===== src/rtl/vpd_pkg.sv =====
package vpd_pkg;

    typedef enum logic {
        STD_525 = 1'b0,
        STD_625 = 1'b1
    } vstd_e;

    typedef enum logic {
        VP_ABSENT  = 1'b0,
        VP_PRESENT = 1'b1
    } vp_state_e;

    // events produced by the line timer for one cycle
    typedef struct packed {
        logic line_tick;   // a full line elapsed with no hsync
        logic limit_hit;   // this tick completes the missed-line run
    } tmr_evt_t;

    function automatic int unsigned pick_len(vstd_e s, int unsigned len_a,
                                             int unsigned len_b);
        return (s == STD_625) ? len_b : len_a;
    endfunction

    function automatic int unsigned max_u(int unsigned a, int unsigned b);
        return (a > b) ? a : b;
    endfunction

endpackage


===== src/rtl/vpd_line_timer.sv =====
module vpd_line_timer
    import vpd_pkg::*;
#(
    parameter int unsigned LEN_A      = 858,
    parameter int unsigned LEN_B      = 864,
    parameter int unsigned MISS_LIMIT = 16
) (
    input  logic     clk,
    input  logic     rst,
    input  logic     hsync,
    input  vstd_e    std,
    output tmr_evt_t evt
);
    localparam int unsigned LEN_MAX = max_u(LEN_A, LEN_B);
    localparam int unsigned CNT_W   = $clog2(LEN_MAX);
    localparam int unsigned MISS_W  = $clog2(MISS_LIMIT + 1);

    logic [CNT_W-1:0]  cnt_q;
    logic [MISS_W-1:0] miss_q;
    logic [CNT_W-1:0]  len_m1;
    logic              wrap;

    assign len_m1 = CNT_W'(pick_len(std, LEN_A, LEN_B) - 1);
    // >= keeps the timer bounded if the standard shrinks mid-line
    assign wrap   = !hsync && (cnt_q >= len_m1);

    always_ff @(posedge clk) begin
        if (rst) begin
            cnt_q  <= '0;
            miss_q <= '0;
        end else if (hsync) begin
            cnt_q  <= '0;
            miss_q <= '0;
        end else if (wrap) begin
            cnt_q <= '0;
            if (miss_q != MISS_W'(MISS_LIMIT))
                miss_q <= miss_q + 1'b1;
        end else begin
            cnt_q <= cnt_q + 1'b1;
        end
    end

    assign evt.line_tick = wrap;
    assign evt.limit_hit = wrap && (miss_q == MISS_W'(MISS_LIMIT - 1));

    // missed-line count saturates at the limit
    a_r3_miss_bound: assert property (@(posedge clk) disable iff (rst)
        miss_q <= MISS_W'(MISS_LIMIT));

    // an hsync restarts both the timer and the missed-line count
    a_r2_hs_restart: assert property (@(posedge clk) disable iff (rst)
        hsync |=> (cnt_q == '0) && (miss_q == '0));

    // the timer never runs past the longest line
    a_r4_cnt_bound: assert property (@(posedge clk) disable iff (rst)
        cnt_q < CNT_W'(LEN_MAX));

endmodule


===== src/rtl/vpd_presence_fsm.sv =====
module vpd_presence_fsm
    import vpd_pkg::*;
(
    input  logic     clk,
    input  logic     rst,
    input  logic     hsync,
    input  tmr_evt_t evt,
    output logic     present,
    output logic     freerun,
    output logic     lost_evt
);
    vp_state_e st_q, st_d;
    logic      fr_q;

    always_comb begin
        st_d = st_q;
        if (hsync)
            st_d = VP_PRESENT;
        else if (evt.limit_hit)
            st_d = VP_ABSENT;
    end

    always_ff @(posedge clk) begin
        if (rst) begin
            st_q <= VP_ABSENT;
            fr_q <= 1'b0;
        end else begin
            st_q <= st_d;
            fr_q <= evt.line_tick && (st_d == VP_ABSENT);
        end
    end

    assign present  = (st_q == VP_PRESENT);
    assign freerun  = fr_q;
    assign lost_evt = (st_q == VP_PRESENT) && (st_d == VP_ABSENT);

    // free-run pulses only appear while the signal is absent
    a_r5_fr_absent: assert property (@(posedge clk) disable iff (rst)
        fr_q |-> (st_q == VP_ABSENT));

    // loss is only declared on a line tick
    a_r3_loss_on_tick: assert property (@(posedge clk) disable iff (rst)
        (st_q == VP_PRESENT && !hsync && !evt.line_tick) |=> (st_q == VP_PRESENT));

endmodule


===== src/rtl/vpd_irq_ctrl.sv =====
module vpd_irq_ctrl #(
    parameter int unsigned STAT_W = 8,
    parameter int unsigned NV_BIT = 6,
    parameter int unsigned VS_BIT = 0
) (
    input  logic              clk,
    input  logic              rst,
    input  logic              nv_set,
    input  logic              vs_set,
    input  logic [STAT_W-1:0] mask,
    input  logic [STAT_W-1:0] clr,
    output logic [STAT_W-1:0] stat,
    output logic              irq
);
    localparam logic [STAT_W-1:0] USED = STAT_W'((1 << NV_BIT) | (1 << VS_BIT));

    logic [STAT_W-1:0] set_vec;
    logic [STAT_W-1:0] stat_q;

    for (genvar i = 0; i < STAT_W; i++) begin : g_bit
        if (i == NV_BIT) begin : g_nv
            assign set_vec[i] = nv_set;
        end else if (i == VS_BIT) begin : g_vs
            assign set_vec[i] = vs_set;
        end else begin : g_none
            assign set_vec[i] = 1'b0;
        end
        if (i == NV_BIT || i == VS_BIT) begin : g_chk
            // a set sampled together with a clear wins
            a_r9_set_wins: assert property (@(posedge clk) disable iff (rst)
                set_vec[i] |=> stat_q[i]);
        end
    end

    always_ff @(posedge clk) begin
        if (rst)
            stat_q <= '0;
        else
            stat_q <= ((stat_q & ~clr) | set_vec) & USED;
    end

    assign stat = stat_q;
    assign irq  = |(stat_q & mask);

endmodule


===== src/rtl/vid_presence_det.sv =====
module vid_presence_det
    import vpd_pkg::*;
#(
    parameter int unsigned LEN_A      = 858,
    parameter int unsigned LEN_B      = 864,
    parameter int unsigned MISS_LIMIT = 16,
    parameter int unsigned STAT_W     = 8,
    parameter int unsigned NV_BIT     = 6,
    parameter int unsigned VS_BIT     = 0
) (
    input  logic              clk,
    input  logic              rst,
    input  logic              hsync_det,
    input  logic              vsync_det,
    input  logic              std_sel,
    input  logic [STAT_W-1:0] irq_mask,
    input  logic [STAT_W-1:0] irq_clr,
    output logic              video_present,
    output logic              freerun_line,
    output logic              irq_req,
    output logic [STAT_W-1:0] irq_status
);
    tmr_evt_t evt;
    logic     lost_evt;

    vpd_line_timer #(
        .LEN_A      (LEN_A),
        .LEN_B      (LEN_B),
        .MISS_LIMIT (MISS_LIMIT)
    ) u_timer (
        .clk   (clk),
        .rst   (rst),
        .hsync (hsync_det),
        .std   (vstd_e'(std_sel)),
        .evt   (evt)
    );

    vpd_presence_fsm u_fsm (
        .clk      (clk),
        .rst      (rst),
        .hsync    (hsync_det),
        .evt      (evt),
        .present  (video_present),
        .freerun  (freerun_line),
        .lost_evt (lost_evt)
    );

    vpd_irq_ctrl #(
        .STAT_W (STAT_W),
        .NV_BIT (NV_BIT),
        .VS_BIT (VS_BIT)
    ) u_irq (
        .clk    (clk),
        .rst    (rst),
        .nv_set (lost_evt),
        .vs_set (vsync_det),
        .mask   (irq_mask),
        .clr    (irq_clr),
        .stat   (irq_status),
        .irq    (irq_req)
    );

    // an hsync pulse makes the signal present after the edge
    a_r2_hs_restores: assert property (@(posedge clk) disable iff (rst)
        hsync_det |=> video_present);

    // a drop of video_present is always flagged in the status
    a_r6_loss_flagged: assert property (@(posedge clk) disable iff (rst)
        $fell(video_present) |-> irq_status[NV_BIT]);

    // a vertical sync always sets its status bit
    a_r7_vs_flagged: assert property (@(posedge clk) disable iff (rst)
        vsync_det |=> irq_status[VS_BIT]);

    // the first free-run pulse coincides with the loss
    a_r5_first_pulse: assert property (@(posedge clk) disable iff (rst)
        $fell(video_present) |-> freerun_line);

endmodule


===== config.mk =====
export PLATFORM = sky130hd
export DESIGN_NAME = vid_presence_det
export DESIGN_NICKNAME = d
export VERILOG_FILES = /design/src/rtl/vpd_pkg.sv /design/src/rtl/vpd_line_timer.sv /design/src/rtl/vpd_presence_fsm.sv /design/src/rtl/vpd_irq_ctrl.sv /design/src/rtl/vid_presence_det.sv
export SDC_FILE = /design/constraint.sdc
export NUM_CORES = 1
export LEC_CHECK = 0
export BUFFER_PORTS_ARGS = -buffer_cell sky130_fd_sc_hd__buf_2
export CORE_MARGIN = 4
export CORE_UTILIZATION = 53
export CTS_CLUSTER_DIAMETER = 50
export DETAILED_ROUTE_END_ITERATION = 10
export HOLD_SLACK_MARGIN = 0.08
export MAX_ROUTING_LAYER = met4
export PLACE_DENSITY = 0.82
export SLEW_MARGIN = 10
export SYNTH_ARGS = -nofsm -noshare
export SYNTH_HDL_FRONTEND = slang
export SYNTH_HIERARCHICAL = 1
export SYNTH_SLANG_ARGS = --single-unit

===== constraint.sdc =====
create_clock -name clk -period 2.45 [get_ports clk]
set_input_delay 0 -clock clk [delete_from_list [all_inputs] [get_ports clk]]
set_output_delay 0 -clock clk [all_outputs]
set_load 0.02 [all_outputs]

After elaboration in Yosys (flattened, before gate mapping)
Index checks and enable logic that the tools add are counted.
Word-level totals
  register bits: 19
  output and inout port bits: 11
  logic and storage cells: 28
  input bits: 21
Cells by class
  $lt $le $gt $ge: 1
  bitwise operators: 5
  add/subtract/negate cells: 3
  equal/unequal tests: 2
  mux-type cells: 3
  reductions and logical operators: 9
Operator list (count)
  10-bit by 1-bit adder with 10-bit output (second input constant): 1
  10-bit greater-or-equal comparator: 1
  10-bit by 1-bit subtractor with 10-bit output (second input constant): 1
  7-bit by 8-bit AND with 8-bit output: 1
  8-bit OR reduction: 1
  7-bit AND: 1
  7-bit NOT: 1
  7-bit OR: 1
  6-bit 2-to-1 mux: 1
  5-bit by 1-bit adder with 5-bit output (second input constant): 1
  5-bit by 4-bit == test with 1-bit output (second input constant): 1
  5-bit inequality test (second input constant): 1
  1-bit logical AND: 4
  3-bit OR reduction: 1
  1-bit 2-to-1 mux: 2
  2-bit AND reduction: 1
  2-bit OR reduction: 1
  1-bit logical NOT: 1
  1-bit NOT: 1

Logic depth before layout (Yosys ltp)
Gate-level depths: netlist of run 1.
  word-level depth: 10
  mapped depth: 9
  mapped depth without buffers: 9

Modules after synthesis
Netlist of run 1, hierarchy kept.
Modules (own cells, without submodules)
  vpd_line_timer: area an instance 802.0 µm², times used 1, seq. area each 300.3 µm², cells an instance 90
  vpd_irq_ctrl: area an instance 127.6 µm², times used 1, seq. area each 40.0 µm², cells an instance 16
  vpd_presence_fsm: area an instance 80.1 µm², times used 1, seq. area each 40.0 µm², cells an instance 7

Worst setup path after synthesis of run 1
OpenSTA, ideal clock, no wires.
  path kind: reg-to-reg
  start point: register u_timer.cnt_q[2]
  end point: register u_irq.stat_q[6], in the netlist u_irq/stat[6]
  period minus slack after synthesis: 1.671 ns
  stages on the path, launching flop included: 9
  library setup time: 0.070 ns
  path slack: 0.779 ns
  buffers on the path: 0
  data required time: 2.380 ns
  data arrival time: 1.601 ns
  cells stage by stage: dfxtp_1 ha_1 nand3_2 o21ai_1 nand2_1 nor3b_1 and3_2 inv_1 a21oi_1
RTL lines
  start: declaration: line vpd_line_timer.sv:18  | logic [CNT_W-1:0] cnt_q;
  start signal: assignment: line vpd_line_timer.sv:39  | cnt_q <= cnt_q + 1'b1;
  end signal: assignment: line vpd_irq_ctrl.sv:39  | stat_q <= ((stat_q & ~clr) | set_vec) & USED;
  end: declaration: line vpd_irq_ctrl.sv:18  | logic [STAT_W-1:0] stat_q;

Worst setup path in the final report of run 1
  start point: register u_timer.cnt_q[2]
  end point: register u_timer.miss_q[4]
On the way
  cells in the longest elaborated chain, start to end: 3
Ends and longest elaborated chain
  10-bit greater-or-equal comparator: line vpd_line_timer.sv:25  | assign wrap = !hsync && (cnt_q >= len_m1);
  1-bit logical AND: line vpd_line_timer.sv:25
  2-bit AND reduction (no source line)
  end signal: assignment: line vpd_line_timer.sv:37  | miss_q <= miss_q + 1'b1;
  end: declaration: line vpd_line_timer.sv:19  | logic [MISS_W-1:0] miss_q;
No other way between the ends.
A chain may end at the register's enable or synchronous reset.

==> results of run 1 <==
## worst paths after layout
check	from	endpoint	cells after the start
worst min-delay path	irq_mask[6]	irq_req	3
worst max-delay path	u_timer/cnt_q[2]$_SDFF_PP0_	u_timer/miss_q[4]$_SDFFE_PP0P_	6
worst min register to register	u_timer/cnt_q[0]$_SDFF_PP0_	u_timer/cnt_q[0]$_SDFF_PP0_	1
worst max register to register	u_timer/cnt_q[2]$_SDFF_PP0_	u_timer/miss_q[4]$_SDFFE_PP0P_	6
## registers in the layout, indices dropped and copies added, names as in the netlist
| register | count |
|---|---|
| u_fsm/freerun | 1 |
| u_fsm/present | 1 |
| u_irq/stat | 2 |
| u_timer/cnt_q | 10 |
| u_timer/miss_q | 5 |
## final cells by class
cell class,count,area (µm²),area share (%)
clock buffers,3,22.5,1.96
clock inverters,1,5.00,0.436
inverters,7,26.3,2.29
multi-input cells,84,558,48.6
flip-flops and latches,19,380,33.1
well taps,25,31.3,2.72
repair buffers,19,125,10.9
## layer usage
layer  routed length (µm)  part of all wire, %
met1                  858                   43
met2                 1030                   52
met3                   54                  2.7
met4                   29                  1.5
met5                    0                    0
## logic make-up after synthesis
kind of cell    after synthesis
compound gates               18
xor+xnor                      8
fa+ha+maj                     6
buf+inv                      15
flops                        19
mux                           1
other cells                   1
simple gates                 45
## synthesized netlist by cell type
cell and number:
conb_1 1, and3_2 1, ha_1 6, a22o_1 1, a2111oi_2 1, inv_1 7
o21ai_2 1, xnor2_1 5, and2_1 1, a21boi_1 1, nand4bb_1 1, nor3_1 2
nand3_2 1, nand3_1 6, dfxtp_1 19, o21ai_1 1, buf_4 7, mux2i_1 1
a21boi_0 2, nand4_1 3, nand2b_4 1, nand2_1 6, and4b_1 1, nor2_1 14
and3_1 3, a21oi_1 4, o21a_2 1, o21ai_0 3, o211ai_1 1, or3_1 2
nand2b_1 2, nor3b_1 1, o211a_2 1, buf_6 1, xor2_1 3, a311oi_2 1
## through the flow
step                std cells  power (mW)  util [%]  worst slack (ns)  area (µm²)
floorplan                 118       0.355         -             0.779        1030
global placement          148       0.361      60.1             0.582        1060
detailed placement        148       0.363      60.1             0.543        1060
CTS                       158       0.525      65.1             0.183        1150
global route              158       0.546      65.1            0.0410        1150
finish                    158       0.519      65.1             0.182        1150
## critical path: cells and delay by family, from the launching register on
kind            cells  cell delay [ns]
flops               1             0.39
fa+ha+maj           1             0.31
buf+inv             1             0.59
compound gates      2             0.65
simple gates        2             0.26
## where the power goes
group	switching, mW	internal, mW
Clock	0.0950	0.0610
Combinational	0.0273	0.0190
Sequential	0.00391	0.313
==> metrics.md, run 1 <==
| Metric | Value |
|---|---|
| Critical path's slowest cell | dlygate4sd3_1 |
| Reg2reg setup slack | 0.18 ns |
| Nets | 161 |
| Post-Syn Area per Cell | 8.94 µm² |
| GRT Max-Usage Layer | met2 |
| Status | complete, no violations |
| Synth Area in XOR/XNOR | 6.94% |
| Met2 Track Usage GR | 28.8% |
| Max Cap Viol | 0 |
| CTS tree | built |
| Mapped Cells | 113 |
| # fillers | 159 |
| Synth Register Bits | 19 |
| # diodes | 0 |
| Cell taking the most area after synthesis | dfxtp_1 |
| Pleak | 0.465 nW |
| Final Skew | 0.00760 ns |
| Largest stage delay, worst path | 0.59 ns |
| Max Root-Sink Buffers | 2 |
| Share of post-route cells with drive strength above 1 | 18.8% |
| Gpl congestion | 0.803 |
| Num CTS Buffers | 3 |
| Fmax | 0.441 GHz |
| Vias per cell | 5.15 |
| First DRT Iteration DRCs | 19 |
| Clock sinks | 19 |
| RSZ-0062 raised after global routing | no |
| CTS Root Cell | clkbuf_4 |
| Synth top area share | 37.7% |
| M1 GR Usage | 20.7% |
| Via count | 813 |
| Total grt overflow | 0 |
| IO Port Bufs | 13 |
| Setup TNS | 0 ns |
| Post-synthesis compound-gate area fraction | 13.5% |
| Critical-path cell list | ha_1 -> nand3_2 -> o21ai_1 -> nand2_1 -> a2111oi_2 -> dlygate4sd3_1 |
| Layout area overhead | 13.8% |
| Clk_lat worst skew | 0.30 ns |
| Largest net degree at the start of global routing | 12 |
| Post-synth cell types | 36 |
| Clock Pin Slew Worst Setup and Hold Paths | 0.11 ns |
| Die width | 51.6 µm |
| Sequential fraction of the synthesis area | 37.7% |
| Vias in the first global route | 795 |
| WP data required | 2.70 ns |
| Pins Over Slew Limit | 0 |
| Max rail drop VDD | 0.391 mV |
| Die area | 2670 µm² |
| Final setup fails | 0 |
| Initial Util | 57.2% |
| Final period util | 92.6% |
| Yosys Warn Count | 6 |
| GRT Overall Usage | 17.6% |
| WHS | 0.336 ns |
| Placeable Area | 1760 µm² |
| Synth top area cells | dfxtp_1 38%, ha_1 7.4%, buf_4 5.2%, nor2_1 5.2%, xnor2_1 4.3% |
| Area share of fa/ha/maj cells after synthesis | 7.43% |
| Post-CTS Resized | 0 |
| Post CTS Setup Buffer Count | 0 |
| Post-DRT Antenna Nets | 0 |
| Power density cells | 452 nW/µm² |
| Mux share of post-synthesis cell area | 0.991% |
| Pre-Repair DR Iteration Count | 4 |
| Dpl hpwl | 1470 µm |
| DRC viols | 0 |
| Initial antenna violation count | 0 |
| Main combinational cell family by area after synthesis | simple AND/OR/NAND/NOR gates |
| Arr. time, crit path | 2.51 ns |
| Most frequent cells in the layout | 19 x dfxtp_1, 14 x nor2_1, 13 x buf_2 |
| Simple-gate share of the synthesized area | 24.2% |
| Final Hold Fails | 0 |
| Largest fanout on the critical path | 6 |
| CP Launch Type | register |
| Most common cell after layout, fill and taps aside | dfxtp_1 |
| First-pass GRT wire length | 3420 µm |
| CP Capture Type | register |
| Critical setup path kind | register to register |
| Post-Route WL | 1970 µm |
| Final Critical Period | 2.27 ns |
| # rows | 15 |
| IO Pins | 32 |
| Wire per inst | 12.5 µm |
| Hold Path Class | input pin to output pin |
| H-tree depth | 1 |
| M3 GR Usage | 5.16% |
| Post-Synthesis Cell Area | 1010 µm² |
| Die H | 51.6 µm |
| Hold Buf Count CTS | 6 |
(Power assumes the default switching activity.)
==> run 2: changes to the inputs <==
--- a/config.mk
+++ b/config.mk
@@ -12,7 +12,7 @@
 export DETAILED_ROUTE_END_ITERATION = 10
 export HOLD_SLACK_MARGIN = 0.08
 export MAX_ROUTING_LAYER = met4
-export PLACE_DENSITY = 0.82
+export PLACE_DENSITY_LB_ADDON = 0.15
 export SLEW_MARGIN = 10
 export SYNTH_ARGS = -nofsm -noshare
 export SYNTH_HDL_FRONTEND = slang
==> run 2 against run 1 <==
Clock skew is essentially flat. Global-route usage shrank 1.3 points. Non-clock buffer count is the same. Die area is the same. Cell area is the same. Largest power group unchanged.
==> metrics.md, run 2 (synthesis gave the netlist of run 1 again) <==
| Metric | Value |
|---|---|
| Largest fanout on the critical path | 6 |
| Gpl congestion | 0.783 |
| Largest net degree at the start of global routing | 12 |
| Most frequent cells in the layout | 19 x dfxtp_1, 14 x nor2_1, 13 x buf_2 |
| Pleak | 0.465 nW |
| RR Endpoint | u_timer/miss_q[4]$_SDFFE_PP0P_ |
| WHS Path Cells | 3 |
| Layout area overhead | 13.8% |
| H-tree depth | 1 |
| Status | complete, no violations |
| Final Skew | 0.00797 ns |
| Combinational share of power | 8.8% |
| # rows | 15 |
| Critical-path cell list | ha_1 -> nand3_2 -> o21ai_1 -> nand2_1 -> a2111oi_2 -> dlygate4sd3_1 |
| Final setup fails | 0 |
| # diodes | 0 |
| Initial antenna violation count | 0 |
| Sw Pwr | 0.127 mW |
| Met2 Track Usage GR | 28.2% |
| Clk_lat worst skew | 0.29 ns |
| IO Port Bufs | 13 |
| Hold Path Origin | irq_mask[6] |
| Max rail drop VDD | 0.333 mV |
| Vias per cell | 5.04 |
| Die area | 2670 µm² |
| Hold Path Class | input pin to output pin |
| Max FFs per register | 10 |
| Share of post-route cells with drive strength above 1 | 18.8% |
| Int Power | 0.392 mW |
| Dpl hpwl | 1440 µm |
| Reg2reg setup slack | 0.25 ns |
| Fmax | 0.454 GHz |
| Reg with most FFs | u_timer/cnt_q |
| Net Sw Frac | 24.5% |
| Critical path's slowest cell | dlygate4sd3_1 |
| Post-DRT Antenna Nets | 0 |
| Vias in the first global route | 779 |
| Die width | 51.6 µm |
| Nets | 161 |
| GRT Overall Usage | 16.3% |
| FF-to-FF Start | u_timer/cnt_q[2]$_SDFF_PP0_ |
| Max Root-Sink Buffers | 2 |
| First-pass GRT wire length | 3220 µm |
| Wire per inst | 12.0 µm |
| Pins Over Slew Limit | 0 |
| Share of power burned in registers | 60.9% |
| CP Capture Type | register |
| Die H | 51.6 µm |
| Worst Path Buf+Inv | 1 |
| Max Cap Viol | 0 |
| CTS Root Cell | clkbuf_4 |
| IO Pins | 32 |
| Final period util | 89.9% |
| Via count | 796 |
| CP Launch Type | register |
| First DRT Iteration DRCs | 16 |
| Post-Route WL | 1890 µm |
| Total grt overflow | 0 |
| Setup TNS | 0 ns |
| Largest stage delay, worst path | 0.58 ns |
| CTS tree | built |
| Pre-Repair DR Iteration Count | 4 |
| Initial Util | 57.2% |
| Num CTS Buffers | 3 |
| Clock Pin Slew Worst Setup and Hold Paths | 0.11 ns |
| GRT Max-Usage Layer | met2 |
| Clock group share of total power | 30.3% |
| Placeable Area | 1760 µm² |
| Post CTS Setup Buffer Count | 0 |
| Final Hold Fails | 0 |
| Arr. time, crit path | 2.45 ns |
| DRC viols | 0 |
| Worst R2R Path Depth | 6 |
| M3 GR Usage | 2.58% |
| Critical setup path kind | register to register |
| Final Critical Period | 2.20 ns |
| Cell family with most CP delay | compound AO/OA/AOI/OAI gates |
| RSZ-0062 raised after global routing | no |
| Power density cells | 452 nW/µm² |
| End of the worst hold path | irq_req |
| M1 GR Usage | 18.8% |
| Most common cell after layout, fill and taps aside | dfxtp_1 |
| Total power | 0.520 mW |
| WP data required | 2.70 ns |
| Clock sinks | 19 |
## run 2: cell counts in the layout (fill, tap and decap cells not counted)
Identical to the previous run, type by type.
## run 2: worst max path at each step
stage / startpoint / to / cells after the start
6_report: u_timer/cnt_q[2]$_SDFF_PP0_ / u_timer/miss_q[4]$_SDFFE_PP0P_ / 6
5_1_grt: u_timer/cnt_q[2]$_SDFF_PP0_ / u_timer/miss_q[4]$_SDFFE_PP0P_ / 6
4_1_cts: u_timer/cnt_q[2]$_SDFF_PP0_ / u_timer/miss_q[4]$_SDFFE_PP0P_ / 6
3_5_place_dp: u_timer/cnt_q[2]$_SDFF_PP0_ / u_fsm/freerun$_SDFF_PP0_ / 7
3_3_place_gp: u_timer/cnt_q[2]$_SDFF_PP0_ / u_irq/stat[6]$_SDFF_PP0_ / 8
2_1_floorplan: u_timer/cnt_q[2]$_SDFF_PP0_ / u_irq/stat[6]$_SDFF_PP0_ / 8
## run 2: worst reg2reg max path, stage by stage (launching register included)
cell           delay (ns)
dfxtp_1              0.39
ha_1                 0.32
nand3_2              0.08
o21ai_1              0.26
nand2_1              0.17
a2111oi_2            0.36
dlygate4sd3_1        0.58
## run 2: metal layers
layer / share of wire, % / wire length (µm)
met3: 3.6 / 68
met2: 51 / 960
met5: 0 / 0
met4: 0.74 / 14
met1: 45 / 848
## run 2: area by class of cell
type	instances	area, µm²
Timing Repair Buffer	19	125
Sequential cell	19	380
Multi-Input combinational cell	84	558
Clock buffer	3	22.5
Fill cell	164	616
Inverter	7	26.3
Clock inverter	1	5.00
Tap cell	25	31.3
## run 2: power groups by stage
stage / logic (mW) / clock network, mW / registers (mW)
3_3_place_gp: 0.0383 / 0 / 0.323
6_report: 0.0457 / 0.158 / 0.316
2_1_floorplan: 0.0295 / 0 / 0.326
3_5_place_dp: 0.0393 / 0 / 0.323
4_1_cts: 0.0458 / 0.162 / 0.316
5_1_grt: 0.0511 / 0.176 / 0.317
## run 2: timing repair
action | in CTS | in global routing
endpoints found under the hold margin | 5 | 0
setup endpoints to repair | 0 | 0
resized for setup | 0 | 0
hold buffers | 6 | 0
## run 2: per-stage QoR
| step | hold slack (ns) | instances | util [%] | area, µm² | setup slack, ns |
|---|---|---|---|---|---|
| after floorplan | 0.0689 | 118 | - | 1030 | 0.779 |
| after global placement | 0.237 | 148 | 60.1 | 1060 | 0.566 |
| after detailed placement | 0.249 | 148 | 60.1 | 1060 | 0.565 |
| after CTS | 0.324 | 158 | 65.1 | 1150 | 0.245 |
| after global routing | 0.346 | 158 | 65.1 | 1150 | 0.0948 |
| final | 0.323 | 158 | 65.1 | 1150 | 0.247 |
==> run 3: changes to the inputs <==
--- a/config.mk
+++ b/config.mk
@@ -5,7 +5,8 @@
 export SDC_FILE = /design/constraint.sdc
 export NUM_CORES = 1
 export LEC_CHECK = 0
-export BUFFER_PORTS_ARGS = -buffer_cell sky130_fd_sc_hd__buf_2
+export ABC_CLOCK_PERIOD_IN_PS = 2450
+export BUFFER_PORTS_ARGS = -buffer_cell sky130_fd_sc_hd__clkbuf_2
 export CORE_MARGIN = 4
 export CORE_UTILIZATION = 53
 export CTS_CLUSTER_DIAMETER = 50
==> run 3 against run 2 <==
Sequential power is essentially flat. Largest cell class unchanged. Non-clock buffer count stayed put. Clock-buffer cell count increased by 1. Critical endpoint unchanged. Highest routed layer unchanged. Utilization shrank 0.071 points. Critical path type unchanged.
==> metrics.md, run 3 (synthesis gave the netlist of run 1 again) <==
| Metric | Value |
|---|---|
| Via count | 797 |
| Initial antenna violation count | 0 |
| Final Hold Fails | 0 |
| Reg with most FFs | u_timer/cnt_q |
| Max Cap Viol | 0 |
| Vias in the first global route | 764 |
| Sw Pwr | 0.128 mW |
| Clk_lat worst skew | 0.30 ns |
| First-pass GRT wire length | 3390 µm |
| Max Root-Sink Buffers | 2 |
| Largest net degree at the start of global routing | 11 |
| Critical setup path kind | register to register |
| Num CTS Buffers | 3 |
| IO Port Bufs | 13 |
| Post-route cell area | 1150 µm² |
| DRC viols | 0 |
| RSZ-0062 raised after global routing | no |
| Layout area overhead | 13.6% |
| Placed inst area | 1060 µm² |
| Nets | 161 |
| Initial Util | 57.2% |
| Post-DRT Antenna Nets | 0 |
| CTS tree | built |
| Clock group share of total power | 30.7% |
| Share of post-route cells with drive strength above 1 | 18.0% |
| # diodes | 0 |
| # fillers | 170 |
| Post-Route WL | 1910 µm |
| Final Skew | 0.00726 ns |
| Most frequent cells in the layout | 19 x dfxtp_1, 14 x nor2_1, 13 x clkbuf_2 |
| Pre-Repair DR Iteration Count | 4 |
| Clock sinks | 19 |
| Pins Over Slew Limit | 0 |
| Pleak | 0.461 nW |
| Die H | 51.6 µm |
| CP Capture Type | register |
| Arr. time, crit path | 2.48 ns |
| Share of power burned in registers | 60.5% |
| Fmax | 0.450 GHz |
| Largest fanout on the critical path | 6 |
| Gpl congestion | 0.783 |
| Most common cell after layout, fill and taps aside | dfxtp_1 |
| Dpl hpwl | 1470 µm |
| Max rail drop VDD | 0.328 mV |
| Die area | 2670 µm² |
| Max FFs per register | 10 |
| WP data required | 2.70 ns |
| Power density cells | 456 nW/µm² |
| CTS Root Cell | clkbuf_4 |
| Total grt overflow | 0 |
| # rows | 15 |
| First DRT Iteration DRCs | 13 |
| IO Pins | 32 |
| CP Launch Type | register |
| Final period util | 90.8% |
| H-tree depth | 1 |
| Int Power | 0.395 mW |
| Final setup fails | 0 |
| Clock Pin Slew Worst Setup and Hold Paths | 0.11 ns |
| Wire per inst | 12.1 µm |
| Final Critical Period | 2.22 ns |
| Placeable Area | 1760 µm² |
| Setup TNS | 0 ns |
| GRT Overall Usage | 17.5% |
| Combinational share of power | 8.8% |
| Status | complete, no violations |
| Vias per cell | 5.04 |
| Hold Path Class | input pin to output pin |
| Die width | 51.6 µm |
| Net Sw Frac | 24.4% |
## run 3: changes by cell type in the layout (fill, tap and decap cells not counted), sizes merged
cell / change
clkbuf: +14
clkinv: -1
buf: -13
## run 3: metrics by stage
stage / hold slack, ns / util [%] / cells / power (mW) / setup WS [ns]
2_1_floorplan: 0.0689 / - / 118 / 0.355 / 0.779
3_3_place_gp: 0.219 / 60.1 / 148 / 0.361 / 0.567
3_5_place_dp: 0.231 / 60.1 / 148 / 0.363 / 0.492
5_1_grt: 0.358 / 65.0 / 158 / 0.552 / 0.0779
4_1_cts: 0.336 / 65.0 / 158 / 0.524 / 0.187
6_report: 0.334 / 65.0 / 158 / 0.523 / 0.225
## run 3: layer usage
metal / vias to the layer above / share of wire (%) / GRT usage, %
met3: 5 / 3.0 / 3.44
met5: - / 0 / -
met2: 11 / 50 / 27.3
met4: 0 / 2.0 / 7.86
met1: 364 / 45 / 21.8
li1: 417 / - / -
## run 3: area by class of cell
type,count,area [µm²],share of cell area [%]
Timing Repair Buffer,19,125,10.9
Tap cell,25,31.3,2.73
Inverter,7,26.3,2.29
Multi-Input combinational cell,84,558,48.6
Sequential cell,19,380,33.2
Clock buffer,4,26.3,2.29
## run 3: path summary, 6_finish.rpt
check	to	depth (start not counted)	slack, ns	start
setup reg to reg	u_timer/miss_q[4]$_SDFFE_PP0P_	6	0.23	u_timer/cnt_q[2]$_SDFF_PP0_
setup / recovery	u_timer/miss_q[4]$_SDFFE_PP0P_	6	0.23	u_timer/cnt_q[2]$_SDFF_PP0_
hold reg to reg	u_timer/cnt_q[0]$_SDFF_PP0_	1	0.47	u_timer/cnt_q[0]$_SDFF_PP0_
hold / removal	irq_req	3	0.33	irq_mask[6]
## run 3: power by group through the flow
stage          clock [mW]  combinational [mW]  sequential, mW
2_1_floorplan           0              0.0295           0.326
3_3_place_gp            0              0.0383           0.323
3_5_place_dp            0              0.0396           0.323
4_1_cts             0.162              0.0459           0.316
5_1_grt             0.184              0.0517           0.317
6_report            0.160              0.0461           0.316
## run 3: critical path, cell delays in order (launching register included)
cell and delay [ns]:
dfxtp_1 0.38, ha_1 0.32, nand3_2 0.09, o21ai_1 0.26, nand2_1 0.18, a2111oi_2 0.36, dlygate4sd3_1 0.58
## run 3: what timing repair did
| action | in CTS | in global routing |
|---|---|---|
| hold buffers | 6 | 0 |
| gates resized for setup | 0 | 0 |
| endpoints found under the hold margin | 5 | 0 |
| setup buffers | 0 | 0 |
